File: src/rtl/recomb_pkg.sv
// Package: shared helpers for the shift-accumulate recombiner.
// Assumes precision fields are small unsigned integers.
package recomb_pkg;
    // Map a raw precision field onto the legal range 1..maxp.
    function automatic int clamp_prec(int v, int maxp);
        if (v < 1) return 1;
        if (v > maxp) return maxp;
        return v;
    endfunction
endpackage

File: src/rtl/recomb_ctrl.sv
// Module: recomb_ctrl
// Sequences one operation: latches the configuration on start and counts
// accepted planes. It flags the last plane and pulses done after that plane.
// Assumes start has priority over col_valid.
module recomb_ctrl #(
    parameter int MAX_WB = 8,
    parameter int MAX_XB = 8,
    parameter int CFG_W  = 4,
    parameter int STEP_W = 3
) (
    input  logic              clk,
    input  logic              rst_n,
    input  logic              start,
    input  logic              col_valid,
    input  logic [CFG_W-1:0]  wprec_cfg,
    input  logic [CFG_W-1:0]  xprec_cfg,
    input  logic              signed_mode,
    output logic              busy,
    output logic              done,
    output logic              take,
    output logic              last_plane,
    output logic [STEP_W-1:0] plane,
    output logic [CFG_W-1:0]  wprec_q,
    output logic [CFG_W-1:0]  xprec_q,
    output logic              sgn_q
);
    // Decode an accepted beat and whether it carries the final plane.
    always_comb begin
        take       = busy & col_valid & ~start;
        last_plane = (CFG_W'(plane) == (xprec_q - 1'b1));
    end

    // Track operation state, plane index and latched configuration.
    always_ff @(posedge clk) begin
        if (!rst_n) begin
            busy    <= 1'b0;
            done    <= 1'b0;
            plane   <= '0;
            wprec_q <= CFG_W'(1);
            xprec_q <= CFG_W'(1);
            sgn_q   <= 1'b0;
        end else begin
            done <= 1'b0;
            if (start) begin
                busy    <= 1'b1;
                plane   <= '0;
                wprec_q <= CFG_W'(recomb_pkg::clamp_prec(int'(wprec_cfg), MAX_WB));
                xprec_q <= CFG_W'(recomb_pkg::clamp_prec(int'(xprec_cfg), MAX_XB));
                sgn_q   <= signed_mode;
            end else if (take) begin
                if (last_plane) begin
                    busy  <= 1'b0;
                    done  <= 1'b1;
                    plane <= '0;
                end else begin
                    plane <= plane + 1'b1;
                end
            end
        end
    end


    done_pulse_chk: assert property (@(posedge clk) disable iff (!rst_n)
        done |=> !done);


    plane_range_chk: assert property (@(posedge clk) disable iff (!rst_n)
        busy |-> (CFG_W'(plane) < xprec_q));
endmodule

File: src/rtl/recomb_term.sv
// Module: recomb_term
// Turns one column code into a signed term scaled by 2^(COL+plane).
// The sign follows the two's-complement MSB rule. Columns at or above the
// weight precision yield zero. Assumes an unsigned code.
module recomb_term #(
    parameter int COL    = 0,
    parameter int CODE_W = 8,
    parameter int CFG_W  = 4,
    parameter int STEP_W = 3,
    parameter int ACC_W  = 25
) (
    input  logic [CODE_W-1:0]        code,
    input  logic [STEP_W-1:0]        plane,
    input  logic                     last_plane,
    input  logic [CFG_W-1:0]         wprec,
    input  logic                     sgn,
    output logic signed [ACC_W-1:0]  term
);
    logic [ACC_W-1:0] mag;
    logic             active;
    logic             top_col;

    // Scale the code and apply the column enable and the sign rule.
    always_comb begin
        active  = (CFG_W'(COL) < wprec);
        top_col = (CFG_W'(COL) == (wprec - 1'b1));
        mag     = ACC_W'(code) << (COL + int'(plane));
        if (!active)
            term = '0;
        else if (sgn && (top_col ^ last_plane))
            term = -$signed(mag);
        else
            term = $signed(mag);
    end
endmodule

File: src/rtl/recomb_shift_acc.sv
// Module: recomb_shift_acc (top)
// Takes one plane of column codes per accepted beat. It adds the scaled
// column terms across columns and into a running sum across planes.
// Assumes codes are settled whenever col_valid is high.
module recomb_shift_acc #(
    parameter int CODE_W = 8,
    parameter int MAX_WB = 8,
    parameter int MAX_XB = 8,
    localparam int MAXP   = (MAX_WB > MAX_XB) ? MAX_WB : MAX_XB,
    localparam int CFG_W  = $clog2(MAXP + 1),
    localparam int STEP_W = (MAX_XB > 1) ? $clog2(MAX_XB) : 1,
    localparam int ACC_W  = CODE_W + MAX_WB + MAX_XB + 1
) (
    input  logic                     clk,
    input  logic                     rst_n,
    input  logic                     start,
    input  logic [CFG_W-1:0]         wprec_cfg,
    input  logic [CFG_W-1:0]         xprec_cfg,
    input  logic                     signed_mode,
    input  logic                     col_valid,
    input  logic [MAX_WB*CODE_W-1:0] col_codes,
    output logic                     busy,
    output logic                     done,
    output logic signed [ACC_W-1:0]  result
);
    logic              take;
    logic              last_plane;
    logic [STEP_W-1:0] plane;
    logic [CFG_W-1:0]  wprec_q;
    logic [CFG_W-1:0]  xprec_q;
    logic              sgn_q;
    logic signed [ACC_W-1:0] terms [MAX_WB];
    logic signed [ACC_W-1:0] plane_sum;

    recomb_ctrl #(
        .MAX_WB(MAX_WB), .MAX_XB(MAX_XB), .CFG_W(CFG_W), .STEP_W(STEP_W)
    ) ctrl_i (
        .clk(clk), .rst_n(rst_n), .start(start), .col_valid(col_valid),
        .wprec_cfg(wprec_cfg), .xprec_cfg(xprec_cfg),
        .signed_mode(signed_mode), .busy(busy), .done(done), .take(take),
        .last_plane(last_plane), .plane(plane), .wprec_q(wprec_q),
        .xprec_q(xprec_q), .sgn_q(sgn_q)
    );

    for (genvar c = 0; c < MAX_WB; c++) begin : g_col
        recomb_term #(
            .COL(c), .CODE_W(CODE_W), .CFG_W(CFG_W),
            .STEP_W(STEP_W), .ACC_W(ACC_W)
        ) term_i (
            .code(col_codes[c*CODE_W +: CODE_W]), .plane(plane),
            .last_plane(last_plane), .wprec(wprec_q), .sgn(sgn_q),
            .term(terms[c])
        );
    end

    // Add all column terms of the current plane.
    always_comb begin
        plane_sum = '0;
        for (int c = 0; c < MAX_WB; c++)
            plane_sum = plane_sum + terms[c];
    end

    // Clear on start and absorb one plane per accepted beat.
    always_ff @(posedge clk) begin
        if (!rst_n)
            result <= '0;
        else if (start)
            result <= '0;
        else if (take)
            result <= result + plane_sum;
    end


    start_clear_chk: assert property (@(posedge clk) disable iff (!rst_n)
        start |=> (busy && result == '0));


    idle_hold_chk: assert property (@(posedge clk) disable iff (!rst_n)
        (!busy && !start) |=> $stable(result));


    done_idle_chk: assert property (@(posedge clk) disable iff (!rst_n)
        done |-> !busy);


    gap_hold_chk: assert property (@(posedge clk) disable iff (!rst_n)
        (busy && !col_valid && !start) |=> ($stable(result) && busy));
endmodule

File: config.mk
export PLATFORM = sky130hd
export DESIGN_NAME = recomb_shift_acc
export DESIGN_NICKNAME = d
export VERILOG_FILES = /design/src/rtl/recomb_pkg.sv /design/src/rtl/recomb_ctrl.sv /design/src/rtl/recomb_term.sv /design/src/rtl/recomb_shift_acc.sv
export SDC_FILE = /design/constraint.sdc
export NUM_CORES = 1
export LEC_CHECK = 0
export ABC_CLOCK_PERIOD_IN_PS = 11200
export BUFFER_PORTS_ARGS = -buffer_cell sky130_fd_sc_hd__clkbuf_2
export CELL_PAD_IN_SITES_DETAIL_PLACEMENT = 0
export CELL_PAD_IN_SITES_GLOBAL_PLACEMENT = 2
export CORE_AREA = 3 3 213 215
export DETAILED_ROUTE_END_ITERATION = 10
export DIE_AREA = 0 0 216 218
export GPL_TIMING_DRIVEN = 0
export PLACE_DENSITY_LB_ADDON = 0.05
export SYNTH_ARGS = -nofsm -noshare
export SYNTH_HDL_FRONTEND = slang
export SYNTH_SLANG_ARGS = --single-unit
File: constraint.sdc
create_clock -name clk -period 11.2 [get_ports clk]
set_input_delay 1.12 -clock clk [delete_from_list [all_inputs] [get_ports clk]]
set_output_delay 1.12 -clock clk [all_outputs]
set_load 0.005 [all_outputs]
==> flow_metrics.env, run 1 <==
export IMPL_run_status="completed"
export IMPL_final_area_sq_mm=0.0175
export IMPL_drc=0
export IMPL_final_cell_mix="nand2_1, inv_1, nor2_1, fa_1, a21oi_1"
export IMPL_path_delay_family="adder cells"
export IMPL_clk_root_buffer_cell="clkbuf_16"
export IMPL_initial_core_util_pct=36.5
export IMPL_max_stage_delay_ns=0.61
export IMPL_cts_tree="built"
export IMPL_ys_seq_elements=39
export IMPL_grt_max_degree=20
export IMPL_post_cts_repair_setup_buffers=0
export IMPL_coreArea_sq_mm=0.0439
export IMPL_track_usage_pct=32.4
export IMPL_num_nets_final=2629
export IMPL_leakagePower_nw=7.53
export IMPL_clk_path_buf_depth=2
export IMPL_min_path_type="flip-flop to flip-flop"
export IMPL_routedWlPerCell_um=26.2
export IMPL_antenna_left=0
export IMPL_slew_headroom_pct=20.9
export IMPL_worstSetupPathType="flip-flop to flip-flop"
export IMPL_rows=77
export IMPL_htreeDepth=2
export IMPL_cp_max_fo=12
export IMPL_first_global_vias=16600
export IMPL_critical_path_buf_inv_count=10
export IMPL_synth_top_area_share_pct=20.5
export IMPL_die_y_um=218
export IMPL_ys_types=97
export IMPL_num_vias=16900
export IMPL_synth_ff_type="dfxtp_1"
export IMPL_tightest_slew_ns=1.17
export IMPL_ys_seq_area_share_pct=4.87
export IMPL_synth_area_leaders="fa_1, nand2_1, inv_1, xnor2_1, dfxtp_1"
export IMPL_required_ns=11.35
export IMPL_ys_async_sr_fraction_pct=0
export IMPL_skew_ns=0.00633
export IMPL_avgViaCountPerCell=5.76
export IMPL_synth_top_area_cell="fa_1"
export IMPL_hold_violations=0
export IMPL_port_buffers=100
export IMPL_grt_first_pass_wirelength_mm=113
export IMPL_worstPathArrival_ns=10.88
export IMPL_max_cap_violations=0
export IMPL_ir_drop_mv=0.119
export IMPL_dieArea_sq_mm=0.0471
export IMPL_crit_path_start_kind="flip-flop"
export IMPL_final_common_cell="nand2_1"
export IMPL_dr_first_iter_drc_count=1647
export IMPL_power_density_mw_per_mm2=70.6
export IMPL_hold_depth=2
export IMPL_path_depth=35
export IMPL_cp_slowest_cell="fa_1"
export IMPL_crit_path_end_kind="flip-flop"
export IMPL_syn_cell_area_sq_mm=0.0160
export IMPL_cts_made_buffers=5
export IMPL_path_clk_slew_ns=0.06
export IMPL_clock_latency_ns=0.29
export IMPL_post_route_util_pct=39.7
export IMPL_placed_cell_area_sq_mm=0.0173
export IMPL_max_freq_mhz=93.1
export IMPL_synth_enable_flop_cells=0
export IMPL_r2r_cells=35
export IMPL_final_period_utilization_pct=95.9
export IMPL_avgSynthCellArea_sq_um=7.15
export IMPL_dp_hpwl_mm=65.7
export IMPL_routed_wl_mm=77.1
export IMPL_fin_tns_setup_ns=0
export IMPL_drtPass1Iterations=5
export IMPL_slew_violations=0
export IMPL_drive_above_1_share_pct=10.0
export IMPL_gp_congestion=0.987
export IMPL_area_growth_pct=8.95
export IMPL_clock_sinks=39
export IMPL_yosysWarnings=0
export IMPL_setup_viol=0
export IMPL_ioPinCount=104
export IMPL_grt_ovfl_total=0
export IMPL_fin_crit_ns=10.74
export IMPL_die_width_um=216
export IMPL_grt_antenna_before_repair=2
export IMPL_rsz0062_at_grt="false"
export IMPL_synth_cells=2240
export IMPL_n_antenna_cell=0
-- metrics by stage --
step                      worst slack (ns)  hold WS (ns)  power [mW]  std cells
after floorplan                       2.62         0.461       0.827       2244
final                                0.464         0.472        1.23       2942
after global routing               0.00502         0.490        1.37       2942
after detailed placement            -0.634         0.466        1.09       2936
after CTS                            0.150         0.474        1.24       2943
after global placement              -0.698         0.457        1.09       2936
-- flip-flops by register name (all words and copies together) (netlist names) --
signal,flops
ctrl_i.sgn_q,1
ctrl_i.plane,3
ctrl_i.xprec_q,4
ctrl_i.wprec_q,4
ctrl_i.done,1
ctrl_i.busy,1
result,25
-- logic make-up after synthesis --
| group | Yosys count | synth area share (%) |
|---|---|---|
| multiplexers | 107 | 8.40 |
| flip-flops | 39 | 4.87 |
| AND/OR/NAND/NOR | 812 | 23.7 |
| adder cells (fa/ha/maj) | 203 | 23.5 |
| AO/OA/AOI/OAI | 507 | 19.8 |
| other | 2 | 0.0469 |
| XOR/XNOR | 172 | 9.66 |
| buffers and inverters | 398 | 9.99 |
-- where the power goes --
group / internal (mW) / total, mW / switching [mW]
Combinational: 0.354 / 0.935 / 0.581
Sequential: 0.146 / 0.153 / 0.00708
Clock: 0.0823 / 0.144 / 0.0621
-- layer usage --
metal	GRT usage, %	wire, um
met1	45.0	34200
met2	51.4	33900
met3	3.82	5400
met4	13.0	3570
met5	0	9
-- synthesized netlist by cell type (29+ instances only) --
cell      count
a21oi_1     151
a31oi_1      32
buf_2        30
clkbuf_1     82
dfxtp_1      39
fa_1        164
ha_1         39
inv_1       262
mux2i_1      61
nand2_1     320
nand3_1      54
nor2_1      206
nor2b_1      29
nor3_1       45
o21ai_0     128
xnor2_1     103
xor2_1       66
-- worst paths after layout --
check	from	end	slack (ns)
worst min-delay path	result[5]	result[5]	0.47
worst min register to register	result[5]	result[5]	0.47
worst max-delay path	ctrl_i.plane[1]	result[24]	0.46
worst max register to register	ctrl_i.plane[1]	result[24]	0.46
-- area by class of cell --
type	instances	area, sq um
Buffer	132	613
Clock buffer	6	129
Clock inverter	2	12.5
Fill cell	4900	26500
Inverter	264	991
Multi-Input combinational cell	1807	13700
Sequential cell	39	781
Tap cell	592	741
Timing Repair Buffer	100	500
-- worst reg2reg max path, delay by kind of cell (launching register included) --
family,cells,cell delay (ns)
AO/OA/AOI/OAI,10,2.32
XOR/XNOR,2,0.33
adder cells (fa/ha/maj),6,2.97
buffers and inverters,10,2.44
flip-flops,1,0.57
multiplexers,2,0.92
AND/OR/NAND/NOR,5,1.03
-- timing repair --
item	CTS	global route
gates resized for setup	3	13
setup endpoints to repair	4	6
pin swaps	0	0
hold buffers	0	0
Note: power is estimated with default switching activity, not from simulation.
==> run 2, diff against run 1 <==
--- a/config.mk
+++ b/config.mk
@@ -12,7 +12,6 @@
 export CORE_AREA = 3 3 213 215
 export DETAILED_ROUTE_END_ITERATION = 10
 export DIE_AREA = 0 0 216 218
-export GPL_TIMING_DRIVEN = 0
 export PLACE_DENSITY_LB_ADDON = 0.05
 export SYNTH_ARGS = -nofsm -noshare
 export SYNTH_HDL_FRONTEND = slang
==> flow_metrics.env, run 2 (synthesized netlist as in run 1, its figures left out) <==
export IMPL_grt_first_pass_wirelength_mm=97.9
export IMPL_path_clk_slew_ns=0.07
export IMPL_clock_sinks=39
export IMPL_grt_max_degree=74
export IMPL_fillers=4789
export IMPL_setup_viol=0
export IMPL_num_nets_final=2528
export IMPL_fin_crit_ns=8.94
export IMPL_drive_above_1_share_pct=9.87
export IMPL_rows=77
export IMPL_routedWlPerCell_um=22.7
export IMPL_coreArea_sq_mm=0.0439
export IMPL_cts_tree="built"
export IMPL_critical_path_buf_inv_count=6
export IMPL_num_vias=15800
export IMPL_worstPathArrival_ns=9.07
export IMPL_reg_largest_list="result: 25 flops, ctrl_i.wprec_q: 4 flops, ctrl_i.xprec_q: 4 flops"
export IMPL_path_delay_family="adder cells"
export IMPL_hold_buffers=0
export IMPL_rsz0062_at_grt="false"
export IMPL_ir_drop_mv=0.117
export IMPL_leakagePower_nw=7.35
export IMPL_ioPinCount=104
export IMPL_p_total_mw=1.22
export IMPL_avgViaCountPerCell=5.57
export IMPL_wl_met2_mm=29.2
export IMPL_required_ns=11.34
export IMPL_die_y_um=218
export IMPL_final_period_utilization_pct=79.8
export IMPL_crit_path_start_kind="flip-flop"
export IMPL_max_stage_delay_ns=0.75
export IMPL_clk_root_buffer_cell="clkbuf_16"
export IMPL_area_growth_pct=6.66
export IMPL_cts_made_buffers=5
export IMPL_grt_ovfl_total=0
export IMPL_grt_antenna_before_repair=1
export IMPL_skew_ns=0.0106
export IMPL_cts_resized=0
export IMPL_met3_length_mm=3.08
export IMPL_worstSetupPathType="flip-flop to flip-flop"
export IMPL_slew_headroom_pct=23.9
export IMPL_finalNonFillerCells=2841
export IMPL_met1_length_mm=30.4
export IMPL_run_status="completed"
export IMPL_dp_cells=2833
export IMPL_hold_violations=0
export IMPL_placed_cell_area_sq_mm=0.0169
export IMPL_drc=0
export IMPL_tightest_slew_ns=1.14
export IMPL_largest_reg_flops=25
export IMPL_cp_max_fo=30
export IMPL_first_global_vias=15400
export IMPL_slew_violations=0
export IMPL_antenna_left=0
export IMPL_gp_congestion=0.921
export IMPL_dr_first_iter_drc_count=1281
export IMPL_max_freq_mhz=112
export IMPL_n_antenna_cell=0
export IMPL_final_cell_mix="nand2_1, inv_1, nor2_1, fa_1, a21oi_1"
export IMPL_max_cap_violations=0
export IMPL_maxUsedRoutingLayer="met5"
export IMPL_clock_latency_ns=0.29
export IMPL_largest_register="result"
export IMPL_drtPass1Iterations=8
export IMPL_clk_path_buf_depth=2
export IMPL_final_area_sq_mm=0.0171
export IMPL_track_usage_pct=27.2
export IMPL_dp_hpwl_mm=53.9
export IMPL_crit_path_end_kind="flip-flop"
export IMPL_routed_wl_mm=64.6
export IMPL_htreeDepth=2
export IMPL_min_path_type="flip-flop to flip-flop"
export IMPL_post_cts_repair_setup_buffers=0
export IMPL_cp_slowest_cell="ha_2"
export IMPL_power_density_mw_per_mm2=71.6
export IMPL_port_buffers=103
export IMPL_dieArea_sq_mm=0.0471
export IMPL_fin_tns_setup_ns=0
export IMPL_die_width_um=216
export IMPL_final_common_cell="nand2_1"
export IMPL_initial_core_util_pct=36.5
## run 2: cell types whose count changed in the layout (fill, tap and decap cells not counted), sizes merged
cell / before / now
clkbuf: 192 / 109
buf: 46 / 28
clkinv: 2 / 3
clkinvlp: 1 / 0
## run 2: path summary, 6_finish.rpt
kind	cells past startpoint	from	endpoint	slack, ns
max reg2reg	31	ctrl_i.plane[1]	result[24]	2.26
min reg2reg	2	result[15]	result[15]	0.47
min	2	result[15]	result[15]	0.47
max	31	ctrl_i.plane[1]	result[24]	2.26
## run 2: cell type report
type / instances / area [sq um] / area share, %
clock buffers: 6 / 150 / 0.879
clock inverters: 2 / 13.8 / 0.0805
inverters: 264 / 991 / 5.80
multi-input cells: 1807 / 13700 / 80.1
flip-flops and latches: 39 / 787 / 4.61
well taps: 592 / 741 / 4.33
repair buffers: 131 / 726 / 4.25
## run 2: routing by layer
layer / up-vias / global-route usage [%]
met5: - / 0
li1: 7558 / -
met2: 481 / 44.4
met3: 61 / 1.49
met4: 2 / 7.11
met1: 7717 / 39.3
## run 2: stage by stage
step	setup WS (ns)	hold WS (ns)	util, %
4_1_cts	2.34	0.477	38.9
6_report	2.26	0.472	38.9
3_3_place_gp	2.45	0.455	38.5
2_1_floorplan	2.62	0.461	-
3_5_place_dp	2.38	0.467	38.5
5_1_grt	1.58	0.502	38.9
## run 2: power breakdown
| group | switching, mW | leakage [nW] | internal (mW) |
|---|---|---|---|
| logic | 0.557 | 6.95 | 0.351 |
| registers | 0.00985 | 0.319 | 0.146 |
| clock network | 0.0631 | 0.0820 | 0.0962 |
## run 2: tightest hold or removal path: stages (launching register included)
cell and delay (ns):
dfxtp_1 0.32, nand2_1 0.06, a21oi_1 0.05
